===== config.mk =====
export PLATFORM = sky130hd
export DESIGN_NAME = pwr_mode_ctrl
export DESIGN_NICKNAME = d
export VERILOG_FILES = /design/src/rtl/pwr_mode_pkg.sv /design/src/rtl/pwr_ctl_reg.sv /design/src/rtl/pwr_mode_decode.sv /design/src/rtl/pwr_out_regs.sv /design/src/rtl/pwr_mode_ctrl.sv
export SDC_FILE = /design/constraint.sdc
export NUM_CORES = 1
export LEC_CHECK = 0
export BUFFER_PORTS_ARGS = -buffer_cell sky130_fd_sc_hd__buf_2
export CORE_AREA = 2 2 39 41
export CTS_BUF_LIST = sky130_fd_sc_hd__clkbuf_4 sky130_fd_sc_hd__clkbuf_8 sky130_fd_sc_hd__clkbuf_16
export CTS_CLUSTER_DIAMETER = 120
export DETAILED_ROUTE_END_ITERATION = 10
export DIE_AREA = 0 0 41 43
export PLACE_DENSITY = 0.59
export REMOVE_ABC_BUFFERS = 1
export SYNTH_ARGS = -nofsm -noshare
export SYNTH_HDL_FRONTEND = slang
export SYNTH_SLANG_ARGS = --single-unit
export TNS_END_PERCENT = 20

===== constraint.sdc =====
create_clock -name clk -period 1 [get_ports clk]
set_clock_uncertainty 0.2 [all_clocks]
set_input_delay 0.15 -clock clk [delete_from_list [all_inputs] [get_ports clk]]
set_output_delay 0.15 -clock clk [all_outputs]
set_load 0.05 [all_outputs]

===== src/rtl/pwr_mode_pkg.sv =====
package pwr_mode_pkg;
  localparam int CTL_W    = 2;
  localparam int IDLE_BIT = 0;
  localparam int PD_BIT   = 1;

  typedef enum logic [1:0] {
    MODE_RUN   = 2'd0,
    MODE_IDLE  = 2'd1,
    MODE_PDOWN = 2'd2
  } pmode_e;
endpackage


===== src/rtl/pwr_ctl_reg.sv =====
module pwr_ctl_reg
  import pwr_mode_pkg::*;
#(
  parameter int NUM_IRQ = 4
) (
  input  logic               clk,
  input  logic               rst,
  input  logic               reg_wr,
  input  logic [CTL_W-1:0]   reg_wdata,
  input  logic               pd_enable,
  input  logic [NUM_IRQ-1:0] irq_req,
  input  logic [NUM_IRQ-1:0] irq_mask,
  output logic               idle_bit,
  output logic               pd_bit
);
  logic wake;
  logic pd_set;

  assign wake   = |(irq_req & irq_mask);
  assign pd_set = reg_wr && reg_wdata[PD_BIT] && pd_enable;

  // idle bit: a write wins over a wake in the same cycle
  always_ff @(posedge clk) begin
    if (rst) begin
      idle_bit <= 1'b0;
    end else if (reg_wr) begin
      idle_bit <= reg_wdata[IDLE_BIT];
    end else if (wake) begin
      idle_bit <= 1'b0;
    end
  end

  // power-down bit: set only when permitted, cleared only by reset
  always_ff @(posedge clk) begin
    if (rst) begin
      pd_bit <= 1'b0;
    end else if (pd_set) begin
      pd_bit <= 1'b1;
    end
  end
endmodule


===== src/rtl/pwr_mode_decode.sv =====
module pwr_mode_decode
  import pwr_mode_pkg::*;
(
  input  logic   idle_bit,
  input  logic   pd_bit,
  output pmode_e mode_nxt
);
  always_comb begin
    if (pd_bit) begin
      mode_nxt = MODE_PDOWN;
    end else if (idle_bit) begin
      mode_nxt = MODE_IDLE;
    end else begin
      mode_nxt = MODE_RUN;
    end
  end
endmodule


===== src/rtl/pwr_out_regs.sv =====
module pwr_out_regs
  import pwr_mode_pkg::*;
#(
  parameter int NUM_PWM = 2,
  parameter int NUM_AUX = 6
) (
  input  logic               clk,
  input  logic               rst,
  input  pmode_e             mode_nxt,
  input  logic               adc_busy,
  output logic               cpu_halt,
  output logic               t2_halt,
  output logic               t2_rst,
  output logic [NUM_PWM-1:0] pwm_rst,
  output logic [NUM_PWM-1:0] pwm_hold_high,
  output logic               adc_off,
  output logic               adc_abort,
  output logic [NUM_AUX-1:0] aux_run,
  output logic               osc_en,
  output logic               in_idle,
  output logic               in_pdown
);
  pmode_e mode_q;
  logic   lowp_nxt;
  logic   clk_on_nxt;
  logic   entering;

  assign lowp_nxt   = (mode_nxt != MODE_RUN);
  assign clk_on_nxt = (mode_nxt != MODE_PDOWN);
  assign entering   = lowp_nxt && (mode_q == MODE_RUN);

  always_ff @(posedge clk) begin
    if (rst) begin
      mode_q    <= MODE_RUN;
      cpu_halt  <= 1'b0;
      t2_halt   <= 1'b0;
      t2_rst    <= 1'b0;
      adc_off   <= 1'b0;
      adc_abort <= 1'b0;
      osc_en    <= 1'b1;
      aux_run   <= '1;
      in_idle   <= 1'b0;
      in_pdown  <= 1'b0;
    end else begin
      mode_q    <= mode_nxt;
      cpu_halt  <= lowp_nxt;
      t2_halt   <= lowp_nxt;
      t2_rst    <= lowp_nxt;
      adc_off   <= lowp_nxt;
      adc_abort <= entering && adc_busy;
      osc_en    <= clk_on_nxt;
      aux_run   <= {NUM_AUX{clk_on_nxt}};
      in_idle   <= (mode_nxt == MODE_IDLE);
      in_pdown  <= (mode_nxt == MODE_PDOWN);
    end
  end

  for (genvar ch = 0; ch < NUM_PWM; ch++) begin : g_pwm
    always_ff @(posedge clk) begin
      if (rst) begin
        pwm_rst[ch]       <= 1'b0;
        pwm_hold_high[ch] <= 1'b0;
      end else begin
        pwm_rst[ch]       <= lowp_nxt;
        pwm_hold_high[ch] <= lowp_nxt;
      end
    end
  end
endmodule


===== src/rtl/pwr_mode_ctrl.sv =====
module pwr_mode_ctrl
  import pwr_mode_pkg::*;
#(
  parameter int NUM_IRQ = 4,
  parameter int NUM_PWM = 2,
  parameter int NUM_AUX = 6
) (
  input  logic               clk,
  input  logic               rst,
  input  logic               reg_wr,
  input  logic [CTL_W-1:0]   reg_wdata,
  input  logic               pd_enable,
  input  logic [NUM_IRQ-1:0] irq_req,
  input  logic [NUM_IRQ-1:0] irq_mask,
  input  logic               adc_busy,
  output logic               cpu_halt,
  output logic               t2_halt,
  output logic               t2_rst,
  output logic [NUM_PWM-1:0] pwm_rst,
  output logic [NUM_PWM-1:0] pwm_hold_high,
  output logic               adc_off,
  output logic               adc_abort,
  output logic [NUM_AUX-1:0] aux_run,
  output logic               osc_en,
  output logic               in_idle,
  output logic               in_pdown
);
  logic   idle_bit;
  logic   pd_bit;
  pmode_e mode_nxt;

  pwr_ctl_reg #(.NUM_IRQ(NUM_IRQ)) u_ctl (
    .clk(clk), .rst(rst), .reg_wr(reg_wr), .reg_wdata(reg_wdata),
    .pd_enable(pd_enable), .irq_req(irq_req), .irq_mask(irq_mask),
    .idle_bit(idle_bit), .pd_bit(pd_bit)
  );

  pwr_mode_decode u_dec (
    .idle_bit(idle_bit), .pd_bit(pd_bit), .mode_nxt(mode_nxt)
  );

  pwr_out_regs #(.NUM_PWM(NUM_PWM), .NUM_AUX(NUM_AUX)) u_out (
    .clk(clk), .rst(rst), .mode_nxt(mode_nxt), .adc_busy(adc_busy),
    .cpu_halt(cpu_halt), .t2_halt(t2_halt), .t2_rst(t2_rst),
    .pwm_rst(pwm_rst), .pwm_hold_high(pwm_hold_high),
    .adc_off(adc_off), .adc_abort(adc_abort), .aux_run(aux_run),
    .osc_en(osc_en), .in_idle(in_idle), .in_pdown(in_pdown)
  );
endmodule


==> results of run 1 <==
kinds of logic (layout without fill, tap and decap cells):
kind of cell	after synthesis	in the layout	share of synthesized area [%]
simple gates	11	11	18.4
compound gates	3	3	7.45
flops	8	8	45.4
buf+inv	14	38	28.7
worst max path at each step:
stage          slack, ns                to  cells after the start        startpoint
2_1_floorplan      -2.19           adc_off                      0  u_out.pwm_rst[0]
3_3_place_gp       -0.04    u_ctl.idle_bit                      3        irq_req[3]
3_5_place_dp       -0.03        pwm_rst[0]                      1  u_out.pwm_rst[0]
4_1_cts            -0.20        pwm_rst[0]                      1  u_out.pwm_rst[0]
5_1_grt            -0.23  pwm_hold_high[1]                      1  u_out.pwm_rst[0]
6_report           -0.19  pwm_hold_high[1]                      1  u_out.pwm_rst[0]
Yosys cell counts (2+ instances only):
cell / count / area, um2
and2b_2: 2 / 17.5
dfxtp_1: 8 / 160
nor2_1: 4 / 15.0
buf_4: 13 / 97.6
per-stage QoR:
step / TNS, ns / instance area (um2) / cells
final: -2.90 / 619 / 76
after global routing: -3.70 / 619 / 76
after CTS: -3.14 / 603 / 76
after detailed placement: -0.318 / 443 / 72
after global placement: -0.110 / 443 / 72
after floorplan: -30.68 / 255 / 23
area by class of cell:
class,count,area (um2),share of cell area [%]
sequential,8,173,27.9
clock buffer,3,22.5,3.64
timing repair buffer,34,304,49.1
inverter,1,3.75,0.606
tap,16,20.0,3.23
multi-input combinational,14,96.3,15.6
worst min-delay path, cell delays in order:
cell	delay, ns
buf_2	0.10
nand2b_1	0.06
nor4_1	0.04
per-layer routing:
metal	part of all wire (%)	global-route usage (%)	wire length, um
met5	0	0	0
met4	0	4.00	0
met3	18	9.42	122
met2	51	15.6	348
met1	31	9.09	216
power by group through the flow:
stage	logic [mW]	registers (mW)	clock network (mW)
5_1_grt	0.250	0.351	0.282
3_5_place_dp	0.193	0.348	0
2_1_floorplan	0.0196	0.457	0
3_3_place_gp	0.192	0.348	0
4_1_cts	0.233	0.347	0.254
6_report	0.236	0.348	0.239
what timing repair did:
action                                 4_1_cts  5_1_grt
resized for setup                           44        5
setup endpoints to repair                   18       21
buffers inserted                             0        0
endpoints found under the hold margin        3        2
registers in the layout, indices dropped and copies added, names as in the netlist:
register         flops
u_out.adc_abort      1
u_out.in_pdown       1
u_ctl.pd_bit         1
u_ctl.idle_bit       1
u_out.pwm_rst        1
u_out.mode_q         1
u_out.in_idle        1
u_out.aux_run        1
==> flow_summary.json, run 1 <==
{
  "track_usage_pct": 10.3,
  "io_buffers": 32,
  "io_pins": 33,
  "power_density_nw_per_um2": 1330,
  "ys_seq_area_share_pct": 45.4,
  "hold_buffers": 1,
  "r2r_setup_slack_ns": 0.08,
  "crit_path_top_delay_cell": "dfxtp_4",
  "numCtsBuffers": 3,
  "drc_errors": 0,
  "vias": 320,
  "hold_ws_ns": -0.0638,
  "wl_per_cell_um": 9.04,
  "worst-setup-path-type": "flip-flop to primary output",
  "critPathBufInv": 1,
  "diodes": 0,
  "p_clk_share_pct": 29.0,
  "place_ws_ns": -0.0335,
  "viasPerCell": 4.21,
  "fill_cells": 127,
  "start_util_pct": 25.5,
  "synthArstFlopShare_pct": 0,
  "die_y_um": 43,
  "area_delta_synth_final_pct": 75.5,
  "htree_num_levels": 1,
  "maxSlewHeadroom_pct": 83.0,
  "finalPower_mw": 0.824,
  "finalSetupViolCount": 18,
  "cp.required_ns": 0.65,
  "synth_edf_count": 0,
  "drt-initial-drc-count": 7,
  "swShare_pct": 31.4,
  "synth.distinct_cells": 13,
  "combinationalPowerShare_pct": 28.6,
  "min_path_type": "input port to flip-flop",
  "rsz0062_at_grt": "yes",
  "synth-seq-cells": 8,
  "hold_path_startpoint": "adc_busy",
  "grt_overflow_total": 0,
  "r2r_cells": 2,
  "totalWireLength_um": 687,
  "antenna_found_initial": 0,
  "mostFrequentLayoutCell": "buf_6",
  "fin_nets": 77,
  "p_sw_mw": 0.259,
  "drive_above_1_share_pct": 75.0,
  "num_rows": 14,
  "cts_tree": "built",
  "status": "finished with violations",
  "die-area_um2": 1760,
  "core_area_um2": 1380,
  "worstHoldEndpoint": "u_out.adc_abort",
  "endpoint_kind": "primary output",
  "clock.fmax_mhz": 839,
  "clock-sinks": 8,
  "syn-mean-instance-area_um2": 9.80,
  "cp.arrival_ns": 0.84,
  "intPower_mw": 0.565,
  "p_seq_share_pct": 42.3,
  "min_path_cells": 3,
  "ant_nets": 0,
  "timing.rr.end": "u_out.adc_abort",
  "grt_max_degree": 9,
  "final_cell_mix": "buf_6, buf_2, nor2_1, dfxtp_2",
  "setup_ws_ns": -0.191,
  "ys.flop_type": "dfxtp_1",
  "slowest_delay_ns": 0.41,
  "synthCells": 36,
  "final_hold_viol_count": 2,
  "clk_pin_slew_ns": 0.05,
  "fp.dieW_um": 41,
  "syn_area_um2": 353,
  "ys_warn_count": 0,
  "clk_latency_ns": 0.25,
  "worstReg2RegStart": "u_ctl.pd_bit",
  "finish.utilization_pct": 44.8,
  "critPathMaxFanout": 8,
  "ir_worst_vdd_v": 0.000776,
  "violations": "negative hold slack, negative setup slack",
  "p_leak_nw": 0.317,
  "path_delay_family": "flip-flops",
  "first_pass_iters": 4,
  "fin_crit_sh_pct": 119,
  "grt_pass1_vias": 268,
  "worstMarginPinSlew_ns": 0.255,
  "cp_cell_sequence": "buf_6",
  "post-route-min-period_ns": 1.19,
  "grt_pass1_wl_um": 1110,
  "gp_congestion": 0.626,
  "drv_cap": 0,
  "cts.path.max_buffers": 2,
  "cts_root_buf": "clkbuf_4",
  "startpoint_type": "flip-flop",
  "slew_viol_final": 0
}
(Power assumes the default switching activity.)
==> inputs of run 2 (changes only) <==
- CTS_BUF_LIST: sky130_fd_sc_hd__clkbuf_4 sky130_fd_sc_hd__clkbuf_8 sky130_fd_sc_hd__clkbuf_16 -> sky130_fd_sc_hd__clkbuf_16
==> flow_summary.json, run 2 (same netlist as run 1, synthesis figures left out) <==
{
  "fin_crit_sh_pct": 116,
  "drive_above_1_share_pct": 75.0,
  "power_density_nw_per_um2": 1840,
  "final_hold_viol_count": 2,
  "first_pass_iters": 4,
  "finalSetupViolCount": 18,
  "wl_per_cell_um": 8.84,
  "postLayoutCellArea_um2": 672,
  "endpoint_kind": "primary output",
  "drt-initial-drc-count": 4,
  "grt_max_degree": 9,
  "p_seq_share_pct": 28.3,
  "min_path_type": "input port to flip-flop",
  "ir_worst_vdd_v": 0.00111,
  "hold_path_startpoint": "adc_busy",
  "fp.dieW_um": 41,
  "totalWireLength_um": 672,
  "place_ws_ns": -0.0335,
  "worst-setup-path-type": "flip-flop to primary output",
  "violations": "negative hold slack, negative setup slack",
  "critPathMaxFanout": 8,
  "grt_pass1_wl_um": 1050,
  "clock-sinks": 8,
  "slowest_delay_ns": 0.40,
  "hold_ws_ns": -0.0389,
  "clk_pin_slew_ns": 0.03,
  "rsz0062_at_grt": "yes",
  "core_area_um2": 1380,
  "combinationalPowerShare_pct": 19.1,
  "fin_nets": 77,
  "path_delay_family": "flip-flops",
  "ant_nets": 0,
  "startpoint_type": "flip-flop",
  "p_sw_mw": 0.293,
  "grt_overflow_total": 0,
  "cts.path.max_buffers": 2,
  "die_y_um": 43,
  "swShare_pct": 23.7,
  "slew_viol_final": 0,
  "fill_cells": 120,
  "maxSlewHeadroom_pct": 83.0,
  "htree_num_levels": 1,
  "crit_path_top_delay_cell": "dfxtp_4",
  "setup_tns_ns": -2.36,
  "drc_errors": 0,
  "vias": 321,
  "status": "finished with violations",
  "critPathBufInv": 1,
  "die-area_um2": 1760,
  "hold_buffers": 1,
  "r2r_cells": 2,
  "clock.fmax_mhz": 864,
  "cp.arrival_ns": 0.81,
  "p_leak_nw": 0.340,
  "start_util_pct": 25.5,
  "postCtsSetupBuffers": 0,
  "mostFrequentLayoutCell": "buf_6",
  "final_cell_mix": "buf_6, buf_2, nor2_1, dfxtp_2",
  "intPower_mw": 0.943,
  "finish.utilization_pct": 48.6,
  "area_delta_synth_final_pct": 90.4,
  "clk_latency_ns": 0.23,
  "drv_cap": 0,
  "cts_root_buf": "clkbuf_16",
  "io_pins": 33,
  "post-route-min-period_ns": 1.16,
  "numCtsBuffers": 3,
  "place_area_um2": 443,
  "io_buffers": 32,
  "grt_pass1_vias": 286,
  "num_rows": 14,
  "worstMarginPinSlew_ns": 0.255,
  "cts_tree": "built",
  "setup_ws_ns": -0.158,
  "diodes": 0,
  "min_path_cells": 3,
  "timing.rr.end": "u_out.adc_abort",
  "track_usage_pct": 9.37,
  "p_clk_share_pct": 52.6,
  "worstReg2RegStart": "u_ctl.pd_bit",
  "r2r_setup_slack_ns": 0.08,
  "gp_congestion": 0.626,
  "antenna_found_initial": 0,
  "worstHoldEndpoint": "u_out.adc_abort",
  "viasPerCell": 4.22,
  "cp_cell_sequence": "buf_6",
  "cp.required_ns": 0.65
}
[run 2: metrics by stage]
stage / total power, mW / instances
2_1_floorplan: 0.476 / 23
3_3_place_gp: 0.539 / 72
3_5_place_dp: 0.541 / 72
4_1_cts: 1.25 / 76
5_1_grt: 1.29 / 76
6_report: 1.24 / 76
[run 2: layout make-up]
cell class / count / area (um2) / share of cell area, %
Clock buffer: 3 / 75.1 / 11.2
Inverter: 1 / 3.75 / 0.559
Multi-Input combinational cell: 14 / 96.3 / 14.3
Sequential cell: 8 / 173 / 25.7
Tap cell: 16 / 20.0 / 2.98
Timing Repair Buffer: 34 / 304 / 45.3
[run 2: metal layers]
metal | up-vias | global-route usage, % | part of all wire (%)
li1 | 157 | - | -
met1 | 138 | 8.12 | 36
met2 | 26 | 14.1 | 48
met3 | 0 | 7.85 | 16
met4 | 0 | 5.33 | 0
met5 | - | 0 | 0
[run 2: power groups by stage]
stage | clock network (mW) | logic, mW | registers (mW)
2_1_floorplan | 0 | 0.0196 | 0.457
4_1_cts | 0.669 | 0.233 | 0.349
5_1_grt | 0.691 | 0.250 | 0.353
6_report | 0.650 | 0.236 | 0.350
3_5_place_dp | 0 | 0.193 | 0.348
3_3_place_gp | 0 | 0.192 | 0.348
[run 2: what timing repair did]
action                                  in CTS  in global routing
endpoints found under the setup margin      18                 21
hold endpoints to repair                     3                  1
gates resized for setup                     44                  5
gates cloned                                 0                  0
[run 2: worst max-delay path by stage]
stage	depth (start not counted)	startpoint	endpoint
after floorplan	0	u_out.pwm_rst[0]	adc_off
after global placement	3	irq_req[3]	u_ctl.idle_bit
after detailed placement	1	u_out.pwm_rst[0]	pwm_rst[0]
after CTS	1	u_out.pwm_rst[0]	pwm_rst[0]
after global routing	1	u_out.pwm_rst[0]	t2_halt
final	1	u_out.pwm_rst[0]	pwm_hold_high[1]
==> inputs of run 3 (changes only) <==
- ABC_AREA: not set -> 1
- CTS_BUF_LIST: sky130_fd_sc_hd__clkbuf_16 -> not set
- clock period: 1 -> 1.44 ns (I/O delays scaled with it)
==> flow_summary.json, run 3 <==
{
  "status": "finished clean",
  "io_pins": 33,
  "fin_nets": 85,
  "grt_pass1_wl_um": 903,
  "wl_per_cell_um": 7.35,
  "final_hold_viol_count": 0,
  "finalPower_mw": 0.554,
  "synth_edf_count": 0,
  "postCtsSetupBuffers": 0,
  "start_util_pct": 25.8,
  "synth-seq-cells": 8,
  "io_buffers": 32,
  "r2r_cells": 3,
  "cp.required_ns": 1.02,
  "syn-mean-instance-area_um2": 8.10,
  "num_rows": 14,
  "power_density_nw_per_um2": 1150,
  "final_cell_mix": "buf_2, nor2_1, dfxtp_1, nand2_1",
  "fp.dieW_um": 41,
  "worstReg2RegStart": "u_ctl.idle_bit",
  "synth.area.top_cells": "dfxtp_1, buf_4, nor2_1",
  "numCtsBuffers": 3,
  "drv_cap": 0,
  "cp.arrival_ns": 0.94,
  "synthArstFlopShare_pct": 0,
  "postLayoutCellArea_um2": 482,
  "synth.distinct_cells": 10,
  "path_delay_family": "flip-flops",
  "finalSetupViolCount": 0,
  "track_usage_pct": 7.65,
  "crit_path_top_delay_cell": "dfxtp_1",
  "first_pass_iters": 1,
  "syn_area_um2": 357,
  "cp_cell_sequence": "buf_2",
  "fill_cells": 158,
  "endpoint_kind": "primary output",
  "dp_hpwl_um": 513,
  "fin_crit_sh_pct": 93.9,
  "worst-setup-path-type": "flip-flop to primary output",
  "totalWireLength_um": 617,
  "startpoint": "u_out.pwm_rst[0]",
  "synth_largest_area_cell": "dfxtp_1",
  "setup_tns_ns": 0,
  "area_delta_synth_final_pct": 35.1,
  "die-area_um2": 1760,
  "die_y_um": 43,
  "drc_errors": 0,
  "clk_latency_ns": 0.25,
  "grt_pass1_vias": 268,
  "drive_above_1_share_pct": 52.9,
  "setup_ws_ns": 0.0885,
  "ys.flop_type": "dfxtp_1",
  "place_area_um2": 439,
  "ys_seq_area_share_pct": 44.9,
  "min_path_type": "input port to flip-flop",
  "maxSlewHeadroom_pct": 83.5,
  "place_ws_ns": 0.341,
  "cts.path.max_buffers": 2,
  "core_area_um2": 1380,
  "startpoint_type": "flip-flop",
  "cts_tree": "built",
  "worst-path-stages": 1,
  "post-route-min-period_ns": 1.35,
  "vias": 321,
  "grt_max_degree": 9,
  "htree_num_levels": 1,
  "ys_warn_count": 0,
  "slew_viol_final": 0,
  "grt_overflow_total": 0,
  "synthCells": 44,
  "critPathBufInv": 1,
  "min_path_cells": 3,
  "antenna_found_initial": 0,
  "cts_root_buf": "clkbuf_4",
  "hold_path_startpoint": "reg_wr",
  "mostFrequentLayoutCell": "buf_2",
  "diodes": 0,
  "clock.fmax_mhz": 740,
  "yosys-top-cells-count": "buf_4, dfxtp_1, nor2_1",
  "slowest_delay_ns": 0.39,
  "finish.utilization_pct": 34.8,
  "viasPerCell": 3.82,
  "rsz0062_at_grt": "yes",
  "gp_congestion": 0.665,
  "clock-sinks": 8,
  "p_leak_nw": 0.266,
  "critPathMaxFanout": 8,
  "ant_nets": 0,
  "drt-initial-drc-count": 0,
  "ir_worst_vdd_v": 0.000418,
  "cts_resized": 0,
  "yosysMostFrequentCell": "buf_4",
  "worstMarginPinSlew_ns": 0.250,
  "clk_pin_slew_ns": 0.05,
  "synth_top_area_share_pct": 44.9
}
[run 3: cell types whose count changed after synthesis, moves of 2 or more]
cell and delta:
nor2_1 +4, inv_1 +2, nand3_1 +2, and2b_2 -2
nand2_1 +5
[run 3: cell families (layout without fill, tap and decap cells)]
logic type	after synthesis	after routing	synth area share (%)
and+or+nand+nor	18	18	21.1
buffers and inverters	16	40	30.5
DFF	8	8	44.9
AOI/OAI and AO/OA	2	2	3.51
[run 3: final cells by class]
class | count | area [um2] | area share, %
multi-input combinational | 20 | 87.6 | 18.2
inverter | 3 | 11.3 | 2.34
tap | 16 | 20.0 | 4.16
sequential | 8 | 160 | 33.2
clock buffer | 3 | 22.5 | 4.68
timing repair buffer | 34 | 180 | 37.4
[run 3: worst paths after layout]
path,slack (ns),endpoint
max,0.09,cpu_halt
min,0.02,u_ctl.idle_bit
max reg2reg,0.53,u_out.adc_abort
min reg2reg,0.26,u_out.in_idle
[run 3: per-layer routing]
layer | vias to the layer above | part of all wire [%] | global-route usage, % | wire, um
li1 | 170 | - | - | -
met3 | 0 | 16 | 6.28 | 101
met4 | 0 | 0 | 2.00 | 0
met1 | 126 | 38 | 8.77 | 233
met5 | - | 0 | 0 | 0
met2 | 25 | 46 | 10.6 | 282
[run 3: repair_timing]
| item | 4_1_cts | 5_1_grt |
|---|---|---|
| hold endpoints to repair | 3 | 0 |
| hold buffers | 2 | 0 |
| endpoints found under the setup margin | 0 | 8 |
[run 3: power breakdown]
| part | internal (mW) | switching [mW] | leakage [nW] |
|---|---|---|---|
| clock network | 0.0949 | 0.0696 | 0.0138 |
| registers | 0.232 | 0.00644 | 0.0655 |
| logic | 0.0409 | 0.110 | 0.187 |
[run 3: worst min-delay path: stages]
cell	delay, ns
buf_2	0.10
nor2_1	0.04
nor2_1	0.07
[run 3: through the flow]
step,hold WS [ns],std cells
floorplan,0.0851,31
global placement,0.250,79
detailed placement,0.250,79
CTS,0.0123,84
global route,0.0298,84
finish,0.0182,84
